**src/rtl/aud_tx_pkg.sv**
```systemverilog
package aud_tx_pkg;
  localparam int SMP_W = 20;

  typedef enum logic [2:0] {
    SEL_CTRL  = 3'd0,
    SEL_DATA  = 3'd1,
    SEL_ICLR  = 3'd2,
    SEL_MAIN  = 3'd3,
    SEL_IMASK = 3'd4
  } reg_sel_e;

  typedef enum logic [1:0] {
    SZ16 = 2'd0,
    SZ18 = 2'd1,
    SZ20 = 2'd2,
    SZ12 = 2'd3
  } smp_size_e;

  typedef struct packed {
    logic      en;
    logic      slot3;
    logic      slot4;
    smp_size_e size;
    logic      compact;
  } tx_cfg_t;

  localparam int INT_TX   = 0;
  localparam int INT_UND  = 1;
  localparam int INT_DONE = 2;

  // left shift that brings a sample of the given width to 20 bits
  function automatic logic [4:0] pad_shift(smp_size_e sz);
    case (sz)
      SZ12:    return 5'd8;
      SZ16:    return 5'd4;
      SZ18:    return 5'd2;
      default: return 5'd0;
    endcase
  endfunction

  function automatic logic [SMP_W-1:0] widen(logic [31:0] raw, smp_size_e sz);
    logic [31:0] t;
    t = raw << pad_shift(sz);
    return t[SMP_W-1:0];
  endfunction

  function automatic logic compact_legal(smp_size_e sz);
    return (sz == SZ16) || (sz == SZ12);
  endfunction
endpackage

```
**src/rtl/aud_tx_regs.sv**
```systemverilog
module aud_tx_regs
  import aud_tx_pkg::*;
(
  input  logic          clk,
  input  logic          rst_n,
  input  logic          reg_wr,
  input  logic [2:0]    reg_sel,
  input  logic [31:0]   reg_wdata,
  output tx_cfg_t       cfg,
  output logic [2:0]    imask,
  output logic          data_push,
  output logic [31:0]   data_word,
  output logic          und_clr,
  output logic          flush
);
  logic wr_ctrl, wr_mask;
  smp_size_e new_size;

  assign wr_ctrl   = reg_wr && (reg_sel == SEL_CTRL);
  assign wr_mask   = reg_wr && (reg_sel == SEL_IMASK);
  assign data_push = reg_wr && (reg_sel == SEL_DATA);
  assign data_word = reg_wdata;
  assign und_clr   = reg_wr && (reg_sel == SEL_ICLR) && reg_wdata[INT_UND];
  assign flush     = reg_wr && (reg_sel == SEL_MAIN) && !reg_wdata[0];
  assign new_size  = smp_size_e'(reg_wdata[4:3]);

  always_ff @(posedge clk or negedge rst_n) begin
    if (!rst_n) begin
      cfg   <= '0;
      imask <= '0;
    end else if (flush) begin
      cfg   <= '0;
      imask <= '0;
    end else begin
      if (wr_ctrl) begin
        cfg.en      <= reg_wdata[0];
        cfg.slot3   <= reg_wdata[1];
        cfg.slot4   <= reg_wdata[2];
        cfg.size    <= new_size;
        cfg.compact <= reg_wdata[5] && compact_legal(new_size);
      end
      if (wr_mask) imask <= reg_wdata[2:0];
    end
  end

  // compact mode never survives with an 18/20-bit size
  a_r3_compact_legal: assert property (@(posedge clk) disable iff (!rst_n)
    cfg.compact |-> (cfg.size == SZ16 || cfg.size == SZ12));

  // a flush leaves the mask cleared
  a_r12_flush_mask: assert property (@(posedge clk) disable iff (!rst_n)
    flush |=> (imask == 3'd0 && !cfg.en));
endmodule

```
**src/rtl/aud_tx_unpack.sv**
```systemverilog
module aud_tx_unpack
  import aud_tx_pkg::*;
(
  input  tx_cfg_t           cfg,
  input  logic [31:0]       word,
  output logic              pair,
  output logic [SMP_W-1:0]  smp0,
  output logic [SMP_W-1:0]  smp1
);
  assign pair = cfg.compact;

  always_comb begin
    if (cfg.compact) begin
      smp0 = widen({16'd0, word[15:0]}, cfg.size);
      smp1 = widen({16'd0, word[31:16]}, cfg.size);
    end else begin
      smp0 = widen(word, cfg.size);
      smp1 = '0;
    end
  end
endmodule

```
**src/rtl/aud_tx_sbuf.sv**
```systemverilog
module aud_tx_sbuf
  import aud_tx_pkg::*;
#(
  parameter int DEPTH = 8
) (
  input  logic                     clk,
  input  logic                     rst_n,
  input  logic                     flush,
  input  logic                     push_req,
  input  logic                     push_pair,
  input  logic [SMP_W-1:0]         smp0,
  input  logic [SMP_W-1:0]         smp1,
  input  logic                     pop,
  output logic [SMP_W-1:0]         out_l,
  output logic [SMP_W-1:0]         out_r,
  output logic [$clog2(DEPTH):0]   level,
  output logic [1:0]               n_push
);
  localparam int AW = $clog2(DEPTH);
  localparam int LW = AW + 1;
  localparam logic [LW-1:0] FULL_LVL = LW'(DEPTH);

  logic [SMP_W-1:0] mem [DEPTH];
  logic [AW-1:0] wptr, rptr, wp1, rp1;
  logic accept;

  assign wp1 = wptr + 1'b1;
  assign rp1 = rptr + 1'b1;

  always_comb begin
    if (push_pair) accept = push_req && (level < FULL_LVL - LW'(2));
    else           accept = push_req && (level < FULL_LVL);
  end

  assign n_push = !accept ? 2'd0 : (push_pair ? 2'd2 : 2'd1);

  always_ff @(posedge clk) begin
    if (accept) begin
      mem[wptr] <= smp0;
      if (push_pair) mem[wp1] <= smp1;
    end
  end

  always_ff @(posedge clk or negedge rst_n) begin
    if (!rst_n) begin
      wptr  <= '0;
      rptr  <= '0;
      level <= '0;
    end else if (flush) begin
      wptr  <= '0;
      rptr  <= '0;
      level <= '0;
    end else begin
      wptr  <= wptr + AW'(n_push);
      if (pop) rptr <= rptr + AW'(2);
      level <= level + LW'(n_push) - (pop ? LW'(2) : LW'(0));
    end
  end

  assign out_l = mem[rptr];
  assign out_r = mem[rp1];

  a_r4_level_bound: assert property (@(posedge clk) disable iff (!rst_n)
    level <= FULL_LVL);

  a_r4_drop_when_full: assert property (@(posedge clk) disable iff (!rst_n)
    (push_req && !push_pair && level == FULL_LVL) |=> level <= $past(level));

  a_r5_compact_drop: assert property (@(posedge clk) disable iff (!rst_n)
    (push_req && push_pair && level >= FULL_LVL - LW'(2)) |=> level <= $past(level));

  a_r7_pop_has_pair: assert property (@(posedge clk) disable iff (!rst_n)
    pop |-> level >= LW'(2));
endmodule

```
**src/rtl/aud_tx_flags.sv**
```systemverilog
module aud_tx_flags
  import aud_tx_pkg::*;
#(
  parameter int DEPTH = 8
) (
  input  logic                    clk,
  input  logic                    rst_n,
  input  logic                    flush,
  input  tx_cfg_t                 cfg,
  input  logic [$clog2(DEPTH):0]  level,
  input  logic [1:0]              n_push,
  input  logic                    und_clr,
  input  logic [2:0]              imask,
  input  logic                    snk_ready,
  output logic                    snk_valid,
  output logic                    pop,
  output logic                    st_empty,
  output logic                    st_half,
  output logic                    st_full,
  output logic                    st_underrun,
  output logic [2:0]              int_raw,
  output logic                    irq
);
  localparam int LW = $clog2(DEPTH) + 1;
  localparam logic [LW-1:0] FULL_LVL = LW'(DEPTH);
  localparam logic [LW-1:0] HALF_LVL = LW'(DEPTH / 2);

  logic drain_on, burst, burst_n, refused;
  logic [LW-1:0] lvl_push, lvl_after;
  logic e_n, h_n, f_n, u_n;

  assign drain_on  = cfg.en && (cfg.slot3 || cfg.slot4);
  assign snk_valid = drain_on && (level >= LW'(2)) && (burst || level >= HALF_LVL);
  assign pop       = snk_valid && snk_ready;
  assign refused   = snk_valid && !snk_ready;
  assign lvl_push  = level + LW'(n_push);
  assign lvl_after = lvl_push - (pop ? LW'(2) : LW'(0));

  always_comb begin
    e_n = st_empty;
    h_n = st_half;
    f_n = st_full;
    u_n = st_underrun;
    if (n_push != 2'd0) begin
      if (lvl_push != '0) begin
        e_n = 1'b0;
        u_n = 1'b0;
      end
      if (lvl_push >= HALF_LVL) h_n = 1'b0;
      if (lvl_push >= FULL_LVL) f_n = 1'b1;
    end
    if (pop) begin
      f_n = 1'b0;
      if (lvl_after <= HALF_LVL) h_n = 1'b1;
      if (lvl_after == '0) begin
        e_n = 1'b1;
        u_n = 1'b1;
      end
    end
    if (und_clr) u_n = 1'b0;
  end

  always_comb begin
    burst_n = burst;
    if (refused)  burst_n = 1'b0;
    else if (pop) burst_n = (lvl_after >= LW'(2));
  end

  always_ff @(posedge clk or negedge rst_n) begin
    if (!rst_n) begin
      st_empty <= 1'b1; st_half <= 1'b1; st_full <= 1'b0; st_underrun <= 1'b0;
      burst    <= 1'b0;
    end else if (flush) begin
      st_empty <= 1'b1; st_half <= 1'b1; st_full <= 1'b0; st_underrun <= 1'b0;
      burst    <= 1'b0;
    end else begin
      st_empty <= e_n; st_half <= h_n; st_full <= f_n; st_underrun <= u_n;
      burst    <= burst_n;
    end
  end

  always_comb begin
    int_raw           = '0;
    int_raw[INT_TX]   = st_half;
    int_raw[INT_UND]  = st_underrun;
    int_raw[INT_DONE] = st_empty && !snk_valid;
  end
  assign irq = |(int_raw & imask);

  a_r6_full_tracks: assert property (@(posedge clk) disable iff (!rst_n)
    st_full == (level == FULL_LVL));

  a_r9_empty_tracks: assert property (@(posedge clk) disable iff (!rst_n)
    st_empty == (level == '0));

  a_r9_underrun_on_empty: assert property (@(posedge clk) disable iff (!rst_n)
    $rose(st_underrun) |-> st_empty);

  a_r8_refuse_holds: assert property (@(posedge clk) disable iff (!rst_n)
    (refused && !flush) |=> level >= $past(level));

  a_r10_irq_needs_mask: assert property (@(posedge clk) disable iff (!rst_n)
    irq |-> (imask != 3'd0));

  a_r11_und_clear: assert property (@(posedge clk) disable iff (!rst_n)
    und_clr |=> !st_underrun);
endmodule

```
**src/rtl/aud_tx_path.sv**
```systemverilog
module aud_tx_path
  import aud_tx_pkg::*;
#(
  parameter int DEPTH = 8
) (
  input  logic                    clk,
  input  logic                    rst_n,
  input  logic                    reg_wr,
  input  logic [2:0]              reg_sel,
  input  logic [31:0]             reg_wdata,
  output logic                    snk_valid,
  input  logic                    snk_ready,
  output logic [19:0]             snk_left,
  output logic [19:0]             snk_right,
  output logic [$clog2(DEPTH):0]  fifo_level,
  output logic                    st_empty,
  output logic                    st_half,
  output logic                    st_full,
  output logic                    st_underrun,
  output logic [2:0]              int_raw,
  output logic                    irq
);
  tx_cfg_t cfg;
  logic [2:0] imask;
  logic data_push, und_clr, flush, pair, pop;
  logic [31:0] data_word;
  logic [SMP_W-1:0] smp0, smp1;
  logic [1:0] n_push;

  aud_tx_regs u_regs (
    .clk, .rst_n, .reg_wr, .reg_sel, .reg_wdata,
    .cfg, .imask, .data_push, .data_word, .und_clr, .flush
  );

  aud_tx_unpack u_unpack (
    .cfg, .word(data_word), .pair, .smp0, .smp1
  );

  aud_tx_sbuf #(.DEPTH(DEPTH)) u_sbuf (
    .clk, .rst_n, .flush, .push_req(data_push), .push_pair(pair),
    .smp0, .smp1, .pop, .out_l(snk_left), .out_r(snk_right),
    .level(fifo_level), .n_push
  );

  aud_tx_flags #(.DEPTH(DEPTH)) u_flags (
    .clk, .rst_n, .flush, .cfg, .level(fifo_level), .n_push, .und_clr,
    .imask, .snk_ready, .snk_valid, .pop, .st_empty, .st_half, .st_full,
    .st_underrun, .int_raw, .irq
  );
endmodule

```
**config.mk**
```make
export PLATFORM = sky130hd
export DESIGN_NAME = aud_tx_path
export DESIGN_NICKNAME = d
export VERILOG_FILES = /design/src/rtl/aud_tx_pkg.sv /design/src/rtl/aud_tx_regs.sv /design/src/rtl/aud_tx_unpack.sv /design/src/rtl/aud_tx_sbuf.sv /design/src/rtl/aud_tx_flags.sv /design/src/rtl/aud_tx_path.sv
export SDC_FILE = /design/constraint.sdc
export NUM_CORES = 1
export LEC_CHECK = 0
export CORE_MARGIN = 2
export CORE_UTILIZATION = 45
export CTS_BUF_LIST = sky130_fd_sc_hd__clkbuf_4 sky130_fd_sc_hd__clkbuf_8
export CTS_CLUSTER_DIAMETER = 150
export DETAILED_ROUTE_END_ITERATION = 8
export SKIP_CTS_REPAIR_TIMING = 1
export SLEW_MARGIN = 20
export SYNTH_ARGS = -nofsm -noshare
export SYNTH_HDL_FRONTEND = slang
export SYNTH_SLANG_ARGS = --single-unit
```
**constraint.sdc**
```tcl
create_clock -name clk -period 3.26 [get_ports clk]
set_input_delay 0.326 -clock clk [delete_from_list [all_inputs] [get_ports clk]]
set_output_delay 0.326 -clock clk [all_outputs]
set_load 0.02 [all_outputs]
```
==> results of run 1 <==
final timing paths:
kind / slack [ns] / depth (start not counted) / to
worst max-delay path: 0.53 / 9 / u_flags.burst
worst min-delay path: 0.36 / 2 / u_regs.imask[2]
worst max register to register: 0.53 / 9 / u_flags.burst
worst min register to register: 0.53 / 2 / u_regs.cfg[4]
max in group asynchronous: 2.52 / 2 / u_sbuf.rptr[2]
min in group clk: 0.53 / 2 / u_regs.cfg[4]
area by class of cell:
| cell class | count | share of cell area |
|---|---|---|
| clock buffer | 17 | 0.0199 |
| clock inverter | 15 | 0.0113 |
| multi-input combinational | 441 | 0.376 |
| inverter | 8 | 0.00256 |
| tap | 285 | 0.0304 |
| sequential | 183 | 0.459 |
| timing repair buffer | 123 | 0.101 |
sequential cells by signal, indices dropped and copies added, names as in the netlist:
signal / flops
u_flags.st_empty: 1
u_sbuf.rptr: 2
u_regs.cfg: 6
u_regs.imask: 3
u_flags.st_full: 1
u_flags.burst: 1
u_sbuf.mem: 160
u_sbuf.level: 4
u_sbuf.wptr: 3
u_flags.st_half: 1
u_flags.st_underrun: 1
kinds of logic (layout without fill, tap and decap cells):
logic type / Yosys count / count (layout) / synth area share
AOI/OAI and AO/OA: 62 / 62 / 0.0381
xor gates and xnor gates: 10 / 10 / 0.00993
adders and majority gates: 7 / 7 / 0.00858
buffers and inverters: 72 / 163 / 0.0428
DFF: 183 / 183 / 0.528
muxes: 226 / 226 / 0.305
and+or+nand+nor: 136 / 136 / 0.0678
metal layers:
| metal | track usage | part of all wire | wire, um | vias to the layer above |
|---|---|---|---|---|
| met5 | 0 | 0 | 0 | - |
| met4 | 0.0507 | 0.014 | 342 | 0 |
| met3 | 0.0398 | 0.053 | 1320 | 30 |
| met2 | 0.351 | 0.48 | 11900 | 207 |
| met1 | 0.308 | 0.46 | 11400 | 3214 |
| li1 | - | - | - | 2848 |
power by group:
part           switching (uW)  internal, uW  total [uW]
combinational            1450          1410        2860
sequential                196          2790        2980
clock                     905           559        1460
cells in the final DEF (no fill, tap or decap), types with 4 or more instances in the layout:
cell,count
sky130_fd_sc_hd__xor2_1,5
sky130_fd_sc_hd__ha_1,7
sky130_fd_sc_hd__a31oi_1,4
sky130_fd_sc_hd__and2_1,8
sky130_fd_sc_hd__clkbuf_8,17
sky130_fd_sc_hd__nand3b_1,7
sky130_fd_sc_hd__o22a_1,4
sky130_fd_sc_hd__nand2_1,43
sky130_fd_sc_hd__edfxtp_1,160
sky130_fd_sc_hd__mux4_2,56
sky130_fd_sc_hd__nor2b_1,8
sky130_fd_sc_hd__dfrtp_2,4
sky130_fd_sc_hd__mux2_2,36
sky130_fd_sc_hd__o21ai_0,14
sky130_fd_sc_hd__dfrtp_1,17
sky130_fd_sc_hd__inv_6,5
sky130_fd_sc_hd__inv_8,4
sky130_fd_sc_hd__and3_1,8
sky130_fd_sc_hd__nand3_1,13
sky130_fd_sc_hd__inv_1,8
sky130_fd_sc_hd__o21ai_1,4
sky130_fd_sc_hd__nor3_1,5
sky130_fd_sc_hd__buf_4,28
sky130_fd_sc_hd__mux2_4,19
sky130_fd_sc_hd__xnor2_1,4
sky130_fd_sc_hd__o21ai_2,4
sky130_fd_sc_hd__mux2_1,9
sky130_fd_sc_hd__clkdlybuf4s50_1,90
sky130_fd_sc_hd__mux2i_1,106
sky130_fd_sc_hd__a21oi_1,18
sky130_fd_sc_hd__nand2b_1,6
sky130_fd_sc_hd__nor2_1,26
per-stage QoR:
stage                     std cells  instance area [um2]   util  power, uW  hold slack, ns
after floorplan                 696                10200      -       4860          0.0304
after global placement         1039                11400  0.506       5860           0.506
after detailed placement       1039                11400  0.506       5910           0.513
after CTS                      1071                11700  0.523       7370           0.431
after global routing           1072                11700  0.523       7690           0.354
final                          1072                11700  0.523       7300           0.359
critical path, cell delays in order (launching register included):
cell,delay [ns]
sky130_fd_sc_hd__dfrtp_1,0.55
sky130_fd_sc_hd__nor3_1,0.39
sky130_fd_sc_hd__ha_1,0.27
sky130_fd_sc_hd__ha_1,0.17
sky130_fd_sc_hd__xor2_1,0.06
sky130_fd_sc_hd__nor2_1,0.24
sky130_fd_sc_hd__ha_1,0.22
sky130_fd_sc_hd__xnor3_1,0.36
sky130_fd_sc_hd__a31o_1,0.24
sky130_fd_sc_hd__a21oi_1,0.14
==> run_results.csv, run 1 <==
group,metric,value,unit
placement,port-buffer-count,91,
grt,number_of_antenna_violations_at_the_first_check_in_global_routing,0,
timing,slew_headroom,0.330,
status,result_of_the_run,"finished, final reports clean",
worst_setup_path,rr_startpoint,"u_sbuf.level[3]",
timing,timing.fmax,367,MHz
grt,grt_usage,0.217,
synth,synth_area_leader_cell,"sky130_fd_sc_hd__edfxtp_1",
synth,count_of_mapped_cells_out_of_synthesis,696,
layout,multi_input_gate_area_in_the_final_layout,4410,um2
timing,maximum_clock_skew_at_final_layout,0.0160,ns
grt,global_route_wire_length_before_repair,39000,um
routing,drt_pass1_iterations,5,
timing,tightestPinTransition,1.01,ns
routing,drt_drc_violations_left,0,
placement,pre_cts_slack,0.0711,ns
placement,gp_congestion,0.845,
power_and_ir_drop,peakVddDrop,0.476,mV
placement,detailedPlacementHpwl,17100,um
synth,yosys.cell_count.top_type,"sky130_fd_sc_hd__edfxtp_1",
synth,synth_commonest_cells,"sky130_fd_sc_hd__edfxtp_1, sky130_fd_sc_hd__mux2i_1, sky130_fd_sc_hd__mux4_2, sky130_fd_sc_hd__nand2_1, sky130_fd_sc_hd__mux2_2",
synth,synth_top_area_frac,0.471,
timing,totalNegativeSetupSlack,0,ns
clock_tree,h-tree-depth,4,
grt,grt-ovfl-total,0,
layout,post_route_cells_drive_above_1_share,0.243,
worst_setup_path,crit_type,"flip-flop to flip-flop",
synth,yosys_register_bits,183,
clock_tree,cts.sink_count,183,
timing,slew_viol_final,0,
synth,yosys-top-cells-area,"sky130_fd_sc_hd__edfxtp_1, sky130_fd_sc_hd__mux4_2, sky130_fd_sc_hd__mux2i_1",
timing,finalWorstSetupSlack,0.532,ns
synth,synth_edf_count,160,
routing,drt-wirelength-per-cell,23.3,um
routing,routed_via_density,5.88,
synth,post_synth.cell_area_avg,14.7,um2
die,fp.dieArea,23900,um2
die,ioPinCount,92,
clock_tree,clock_path_buffers,2,
die,die-height,155,um
job,max-cap-violations,0,
synth,synth.net_count,742,
worst_setup_path,cp_data_arrival_time,3.12,ns
synth,synth_area,10200,um2
layout,seq_area,5390,um2
worst_setup_path,crit_path_max_fanout,9,
timing,final.min_clock_period,2.73,ns
routing,route.antenna.remaining_nets,0,
synth,synth.lib_cells_used.distinct,53,
die,fp.dieW,155,um
grt,largest_net_degree_at_the_start_of_global_routing,59,
die,floorplan.initialDensity,0.455,
timing,rsz0062_at_grt,"false",
routing,drt_wl_total,24900,um
clock_tree,cts_buf_count,17,
power_and_ir_drop,cellLeakagePower,0.00421,uW
synth,synthesis.yosys.warnings,0,
layout,layout.filler_cells,1883,
synth,ys_seq_area_frac,0.528,
clock_tree,clk_transition_reported_paths,0.11,ns
clock_tree,clk-insertion-delay-late,0.46,ns
timing,post-route-period-util,0.837,
routing,detail_route.iter0.violations,399,
layout,num_antenna_cells,0,
worst_setup_path,crit_path_end_kind,"flip-flop",
grt,first_global_vias,6630,
min_path,hold_path.class,"input port to async pin",
worst_setup_path,required,3.65,ns
synth,ys.flop_type,"sky130_fd_sc_hd__edfxtp_1",
worst_setup_path,crit_path_start,"u_sbuf.level[3]",
layout,synthToLayoutAreaGrowth,15.0,%
clock_tree,root_buffer,"sky130_fd_sc_hd__clkbuf_8",
die,row_count,55,
power_and_ir_drop,p_per_cell_area,622,nW/um2
synth,ffs_w_async_s_r_synth,0.126,
timing,hold_violations,0,
routing,total_via_count_in_the_routed_design,6299,
clock_tree,cts_tree,"yes",
worst_setup_path,worstSetupStartpointType,"flip-flop",
layout,finalNetCount,820,
timing,finalSetupViolations,0,
die,design.core.area,22400,um2
Power figures use the tool's default switching activity.
==> run 2: changes to the inputs <==
PLACE_DENSITY = 0.67   (was unset)
clock period = 2.2 ns   (was 3.26 ns; I/O delays follow)
==> run_results.csv, run 2 (synthesis results as in run 1) <==
group,metric,value,unit
timing,maximum_clock_skew_at_final_layout,0.0106,ns
timing,tightestPinTransition,0.492,ns
worst_setup_path,crit_path_end_kind,"flip-flop",
min_path,hold_path.class,"input port to async pin",
routing,drt_wl_total,26900,um
placement,port-buffer-count,91,
clock_tree,cts.sink_count,183,
routing,route.antenna.remaining_nets,0,
timing,slew_viol_final,0,
timing,rsz0062_at_grt,"true",
worst_setup_path,required,2.39,ns
routing,drt_drc_violations_left,0,
clock_tree,clk_transition_reported_paths,0.10,ns
layout,mostFrequentLayoutCell,"sky130_fd_sc_hd__edfxtp_1",
grt,first_global_vias,6939,
timing,post-route-period-util,1.03,
routing,total_via_count_in_the_routed_design,6804,
die,ioPinCount,92,
worst_setup_path,worstSetupStartpointType,"flip-flop",
die,fp.dieW,155,um
timing,final.min_clock_period,2.27,ns
power_and_ir_drop,cellLeakagePower,0.00505,uW
layout,synthToLayoutAreaGrowth,26.3,%
layout,layout_common_cells,"sky130_fd_sc_hd__edfxtp_1, sky130_fd_sc_hd__mux2i_1, sky130_fd_sc_hd__buf_4",
timing,finalWorstSetupSlack,-0.0653,ns
timing,hold_violations,0,
grt,grt_usage,0.228,
layout,num_antenna_cells,0,
die,design.core.area,22400,um2
grt,global_route_wire_length_before_repair,40900,um
die,row_count,55,
power_and_ir_drop,peakVddDrop,0.575,mV
status,failing_checks,"negative setup slack",
clock_tree,clk-insertion-delay-late,0.47,ns
timing,finalSetupViolations,33,
clock_tree,h-tree-depth,4,
routing,detail_route.iter0.violations,619,
worst_setup_path,crit_type,"flip-flop to flip-flop",
layout,post_route_cells_drive_above_1_share,0.355,
worst_setup_path,critPathCapture,"u_sbuf.mem[4][2]",
grt,largest_net_degree_at_the_start_of_global_routing,46,
placement,gp_congestion,0.862,
die,fp.dieArea,23900,um2
worst_setup_path,cp_data_arrival_time,2.46,ns
worst_setup_path,rr_startpoint,"u_sbuf.level[3]",
worst_setup_path,reg2reg_depth,8,
placement,detailedPlacementHpwl,18900,um
timing,slew_headroom,0.671,
timing,totalNegativeSetupSlack,-0.857,ns
layout,largest_reg_flops,160,
layout,layout.core_utilization,0.574,
grt,number_of_antenna_violations_at_the_first_check_in_global_routing,0,
job,max-cap-violations,0,
layout,reg_top3,"u_sbuf.mem: 160 flops, u_regs.cfg: 6 flops, u_sbuf.level: 4 flops",
worst_setup_path,reg2reg_slack,-0.07,ns
timing,timing.fmax,441,MHz
worst_setup_path,crit_path_max_fanout,5,
clock_tree,cts_tree,"yes",
status,result_of_the_run,"complete, but fails checks",
worst_setup_path,crit_path_start,"u_sbuf.level[3]",
routing,drt_pass1_iterations,6,
layout,finalNetCount,897,
layout,max_flop_register,"u_sbuf.mem",
clock_tree,root_buffer,"sky130_fd_sc_hd__clkbuf_8",
die,floorplan.initialDensity,0.455,
worst_setup_path,r2r_end,"u_sbuf.mem[4][2]",
routing,drt-wirelength-per-cell,23.5,um
die,die-height,155,um
layout,layout.filler_cells,1779,
routing,routed_via_density,5.93,
grt,grt-ovfl-total,0,
clock_tree,clock_path_buffers,2,
power_and_ir_drop,p_per_cell_area,884,nW/um2
clock_tree,cts_buf_count,17,
-- run 2: changes by cell type in the layout (fill, tap and decap cells not counted), moves of 4 or more --
cell,before,now
sky130_fd_sc_hd__and3_1,8,3
sky130_fd_sc_hd__and3_4,1,5
sky130_fd_sc_hd__buf_12,3,23
sky130_fd_sc_hd__buf_4,28,74
sky130_fd_sc_hd__buf_6,0,7
sky130_fd_sc_hd__clkdlybuf4s50_1,90,48
sky130_fd_sc_hd__dlymetal6s2s_1,0,37
sky130_fd_sc_hd__ha_1,7,3
sky130_fd_sc_hd__mux2i_1,106,102
sky130_fd_sc_hd__mux2i_2,0,4
sky130_fd_sc_hd__nand2_1,43,39
-- run 2: metrics by stage --
stage | cells | setup slack [ns] | area (um2) | hold WS, ns | total power [uW]
5_1_grt | 1148 | -0.223 | 12900 | 0.137 | 11900
3_5_place_dp | 1102 | -0.524 | 12100 | 0.522 | 9140
3_3_place_gp | 1102 | -0.462 | 12100 | 0.508 | 9030
4_1_cts | 1133 | -0.441 | 12500 | 0.0925 | 11300
2_1_floorplan | 696 | -0.332 | 10200 | -0.0756 | 7220
6_report | 1148 | -0.0653 | 12900 | 0.0937 | 11400
-- run 2: how the worst min path moves through the flow --
stage	start	cells after the start	end	slack (ns)
2_1_floorplan	rst_n	0	u_flags.burst	-0.08
3_3_place_gp	u_regs.cfg[4]	2	u_regs.cfg[4]	0.51
3_5_place_dp	u_regs.imask[1]	2	u_regs.imask[1]	0.52
4_1_cts	rst_n	2	u_sbuf.level[0]	0.09
5_1_grt	rst_n	2	u_flags.burst	0.14
6_report	rst_n	2	u_regs.imask[2]	0.09
-- run 2: per-layer routing --
metal | up-vias | track usage | part of all wire | wire length [um]
met2 | 257 | 0.375 | 0.49 | 13100
met5 | - | 0 | 0 | 0
li1 | 2993 | - | - | -
met1 | 3519 | 0.315 | 0.44 | 11800
met3 | 35 | 0.0328 | 0.056 | 1510
met4 | 0 | 0.0741 | 0.020 | 538
-- run 2: layout make-up --
cell class              instances  area, um2  share of cell area
flip-flops and latches        183       5390               0.418
well taps                     285        357              0.0277
clock inverters                14        143              0.0111
multi-input cells             441       4570               0.354
inverters                       8       30.0             0.00233
repair buffers                200       2170               0.168
clock buffers                  17        234              0.0182
-- run 2: worst max-delay path, stage by stage (launching register included) --
cell and delay (ns):
sky130_fd_sc_hd__dfrtp_1 0.43, sky130_fd_sc_hd__buf_4 0.17, sky130_fd_sc_hd__nor3b_4 0.19, sky130_fd_sc_hd__nand4_1 0.17
sky130_fd_sc_hd__nor2_2 0.19, sky130_fd_sc_hd__buf_4 0.13, sky130_fd_sc_hd__and3_4 0.24, sky130_fd_sc_hd__o21bai_4 0.23
sky130_fd_sc_hd__clkbuf_16 0.23
-- run 2: where the power goes --
group | internal (uW) | switching (uW)
logic | 2370 | 2430
clock network | 921 | 1310
registers | 4140 | 230
==> run 3: changes to the inputs <==
clock period = 1.8 ns   (was 2.2 ns; I/O delays follow)
==> run_results.csv, run 3 (synthesis results as in run 1) <==
group,metric,value,unit
layout,layout.core_utilization,0.636,
clock_tree,h-tree-depth,4,
placement,pre_cts_slack,-0.856,ns
timing,slew_viol_final,0,
power_and_ir_drop,cellInternalPower,10300,uW
die,ioPinCount,92,
power_and_ir_drop,peakVddDrop,0.684,mV
power_and_ir_drop,power.switching,5300,uW
power_and_ir_drop,cellLeakagePower,0.00547,uW
placement,detailedPlacementHpwl,18900,um
die,die-height,155,um
power_and_ir_drop,report.power.total,15600,uW
timing,finalSetupViolations,377,
power_and_ir_drop,power.switching_fraction,0.340,
routing,drt_drc_violations_left,0,
status,failing_checks,"negative setup slack",
layout,final_cell_count_no_fill,1222,
die,fp.dieArea,23900,um2
layout,design_area,14300,um2
clock_tree,clock_path_buffers,2,
grt,largest_net_degree_at_the_start_of_global_routing,37,
grt,met1_usage,0.299,
layout,layout_common_cells,"sky130_fd_sc_hd__edfxtp_1, sky130_fd_sc_hd__buf_4, sky130_fd_sc_hd__mux2i_1",
layout,reg_top3,"u_sbuf.mem: 160 flops, u_regs.cfg: 6 flops, u_sbuf.level: 4 flops",
routing,drt_pass1_iterations,5,
worst_setup_path,r2r_end,"u_sbuf.mem[0][10]",
layout,mostFrequentLayoutCell,"sky130_fd_sc_hd__edfxtp_1",
worst_setup_path,worst_path_dominant_cell_family,"simple AND/OR/NAND/NOR gates",
routing,drt-wirelength-per-cell,23.8,um
power_and_ir_drop,clockPowerShare,0.191,
routing,routed_via_density,5.85,
worst_setup_path,required,2.01,ns
clock_tree,root_buffer,"sky130_fd_sc_hd__clkbuf_8",
layout,num_antenna_cells,0,
timing,rsz0062_at_grt,"true",
worst_setup_path,critical-path-slowest-cell,"sky130_fd_sc_hd__dfrtp_2",
grt,first_global_vias,7075,
grt,use_met3,0.0322,
layout,max_flop_register,"u_sbuf.mem",
worst_setup_path,timing.critical_path.cells,"buf_6, buf_4, nor3b_4, nand4_1, nor2_4, and3_4, buf_12, mux2_4",
grt,grt-ovfl-total,0,
clock_tree,clk-insertion-delay-late,0.46,ns
timing,final.min_clock_period,2.25,ns
timing,slew_headroom,0.677,
grt,groute.layer.met2.usage,0.380,
power_and_ir_drop,p_seq_frac,0.339,
placement,dp_cells,1141,
grt,number_of_antenna_violations_at_the_first_check_in_global_routing,0,
job,max-cap-violations,0,
power_and_ir_drop,p_per_cell_area,1090,nW/um2
status,result_of_the_run,"complete, but fails checks",
grt,global_route_wire_length_before_repair,40200,um
die,fp.dieW,155,um
die,floorplan.initialDensity,0.455,
layout,synthToLayoutAreaGrowth,39.8,%
die,row_count,55,
die,design.core.area,22400,um2
worst_setup_path,crit_type,"flip-flop to flip-flop",
timing,tightestPinTransition,0.483,ns
worst_setup_path,reg2reg_depth,8,
worst_setup_path,path_buf_inv,3,
routing,drt_wl_total,29000,um
layout,largest_reg_flops,160,
worst_setup_path,crit_path_max_fanout,7,
worst_setup_path,cp_slowest_stage_delay,0.42,ns
grt,grt_usage,0.222,
worst_setup_path,worstSetupStartpointType,"flip-flop",
worst_setup_path,crit_path_end_kind,"flip-flop",
worst_setup_path,cp_data_arrival_time,2.45,ns
placement,gp_congestion,0.880,
timing,post-route-period-util,1.25,
worst_setup_path,rr_startpoint,"u_sbuf.level[3]",
layout,post_route_cells_drive_above_1_share,0.486,
routing,route.antenna.remaining_nets,0,
placement,port-buffer-count,91,
clock_tree,clk_transition_reported_paths,0.09,ns
min_path,hold_path.class,"input port to async pin",
clock_tree,cts_buf_count,17,
routing,detail_route.iter0.violations,696,
power_and_ir_drop,p_comb_frac,0.470,
timing,timing.fmax,445,MHz
timing,hold_violations,0,
worst_setup_path,cp.depth,8,
worst_setup_path,reg2reg_slack,-0.45,ns
routing,total_via_count_in_the_routed_design,7143,
clock_tree,cts.sink_count,183,
timing,maximum_clock_skew_at_final_layout,0.0168,ns
layout,finalNetCount,970,
grt,global_route.peak_usage_layer,"met2",
clock_tree,cts_tree,"yes",
placement,detailed_place.area,12700,um2
timing,finalWorstSetupSlack,-0.447,ns
run 3: changes by cell type in the layout (fill, tap and decap cells not counted), moves of 5 or more:
| cell | before | now |
|---|---|---|
| sky130_fd_sc_hd__clkbuf_16 | 3 | 15 |
| sky130_fd_sc_hd__mux2_1 | 8 | 0 |
| sky130_fd_sc_hd__mux2i_2 | 4 | 11 |
| sky130_fd_sc_hd__mux2i_1 | 102 | 95 |
| sky130_fd_sc_hd__buf_12 | 23 | 40 |
| sky130_fd_sc_hd__nor2_1 | 25 | 20 |
| sky130_fd_sc_hd__buf_8 | 1 | 7 |
| sky130_fd_sc_hd__mux2_4 | 20 | 32 |
| sky130_fd_sc_hd__buf_6 | 7 | 53 |
| sky130_fd_sc_hd__dlymetal6s2s_1 | 37 | 1 |
| sky130_fd_sc_hd__buf_4 | 74 | 103 |
run 3: how the worst max path moves through the flow:
| stage | start | endpoint | slack, ns |
|---|---|---|---|
| 6_report | u_sbuf.level[3] | u_sbuf.mem[0][10] | -0.45 |
| 5_1_grt | u_sbuf.level[3] | u_flags.burst | -0.54 |
| 3_5_place_dp | reg_sel[1] | u_flags.burst | -0.86 |
| 3_3_place_gp | reg_sel[1] | u_flags.burst | -0.82 |
| 4_1_cts | u_sbuf.level[3] | irq | -0.80 |
| 2_1_floorplan | u_regs.cfg[0] | u_flags.burst | -0.47 |
run 3: worst register-to-register path, stage by stage, from the launching register on:
cell	delay, ns
sky130_fd_sc_hd__dfrtp_2	0.42
sky130_fd_sc_hd__buf_6	0.13
sky130_fd_sc_hd__buf_4	0.14
sky130_fd_sc_hd__nor3b_4	0.18
sky130_fd_sc_hd__nand4_1	0.22
sky130_fd_sc_hd__nor2_4	0.18
sky130_fd_sc_hd__and3_4	0.27
sky130_fd_sc_hd__buf_12	0.16
sky130_fd_sc_hd__mux2_4	0.31
run 3: layout make-up:
cell class,instances,area (um2)
fill,1598,8170
tap,285,357
clock inverter,15,188
timing repair buffer,273,3190
clock buffer,17,234
multi-input combinational,441,4870
inverter,8,30.0
sequential,183,5390
run 3: metrics by stage:
step | hold WS, ns | setup TNS [ns]
floorplan | -0.116 | -41.91
global placement | 0.506 | -169.12
detailed placement | 0.519 | -183.04
CTS | 0.0600 | -74.36
global route | 0.0832 | -133.98
finish | 0.0693 | -109.42
run 3: routing by layer:
| metal | up-vias | share of wire |
|---|---|---|
| met5 | - | 0 |
| met4 | 0 | 0.023 |
| met3 | 42 | 0.050 |
| met2 | 265 | 0.51 |
| met1 | 3684 | 0.42 |
| li1 | 3152 | - |
run 3: power groups by stage:
stage | registers, uW | logic, uW | clock network, uW
5_1_grt | 5310 | 7700 | 3170
6_report | 5280 | 7310 | 2980
3_5_place_dp | 5400 | 6200 | 0
2_1_floorplan | 5360 | 3700 | 0
4_1_cts | 5300 | 6230 | 3010
3_3_place_gp | 5380 | 6070 | 0
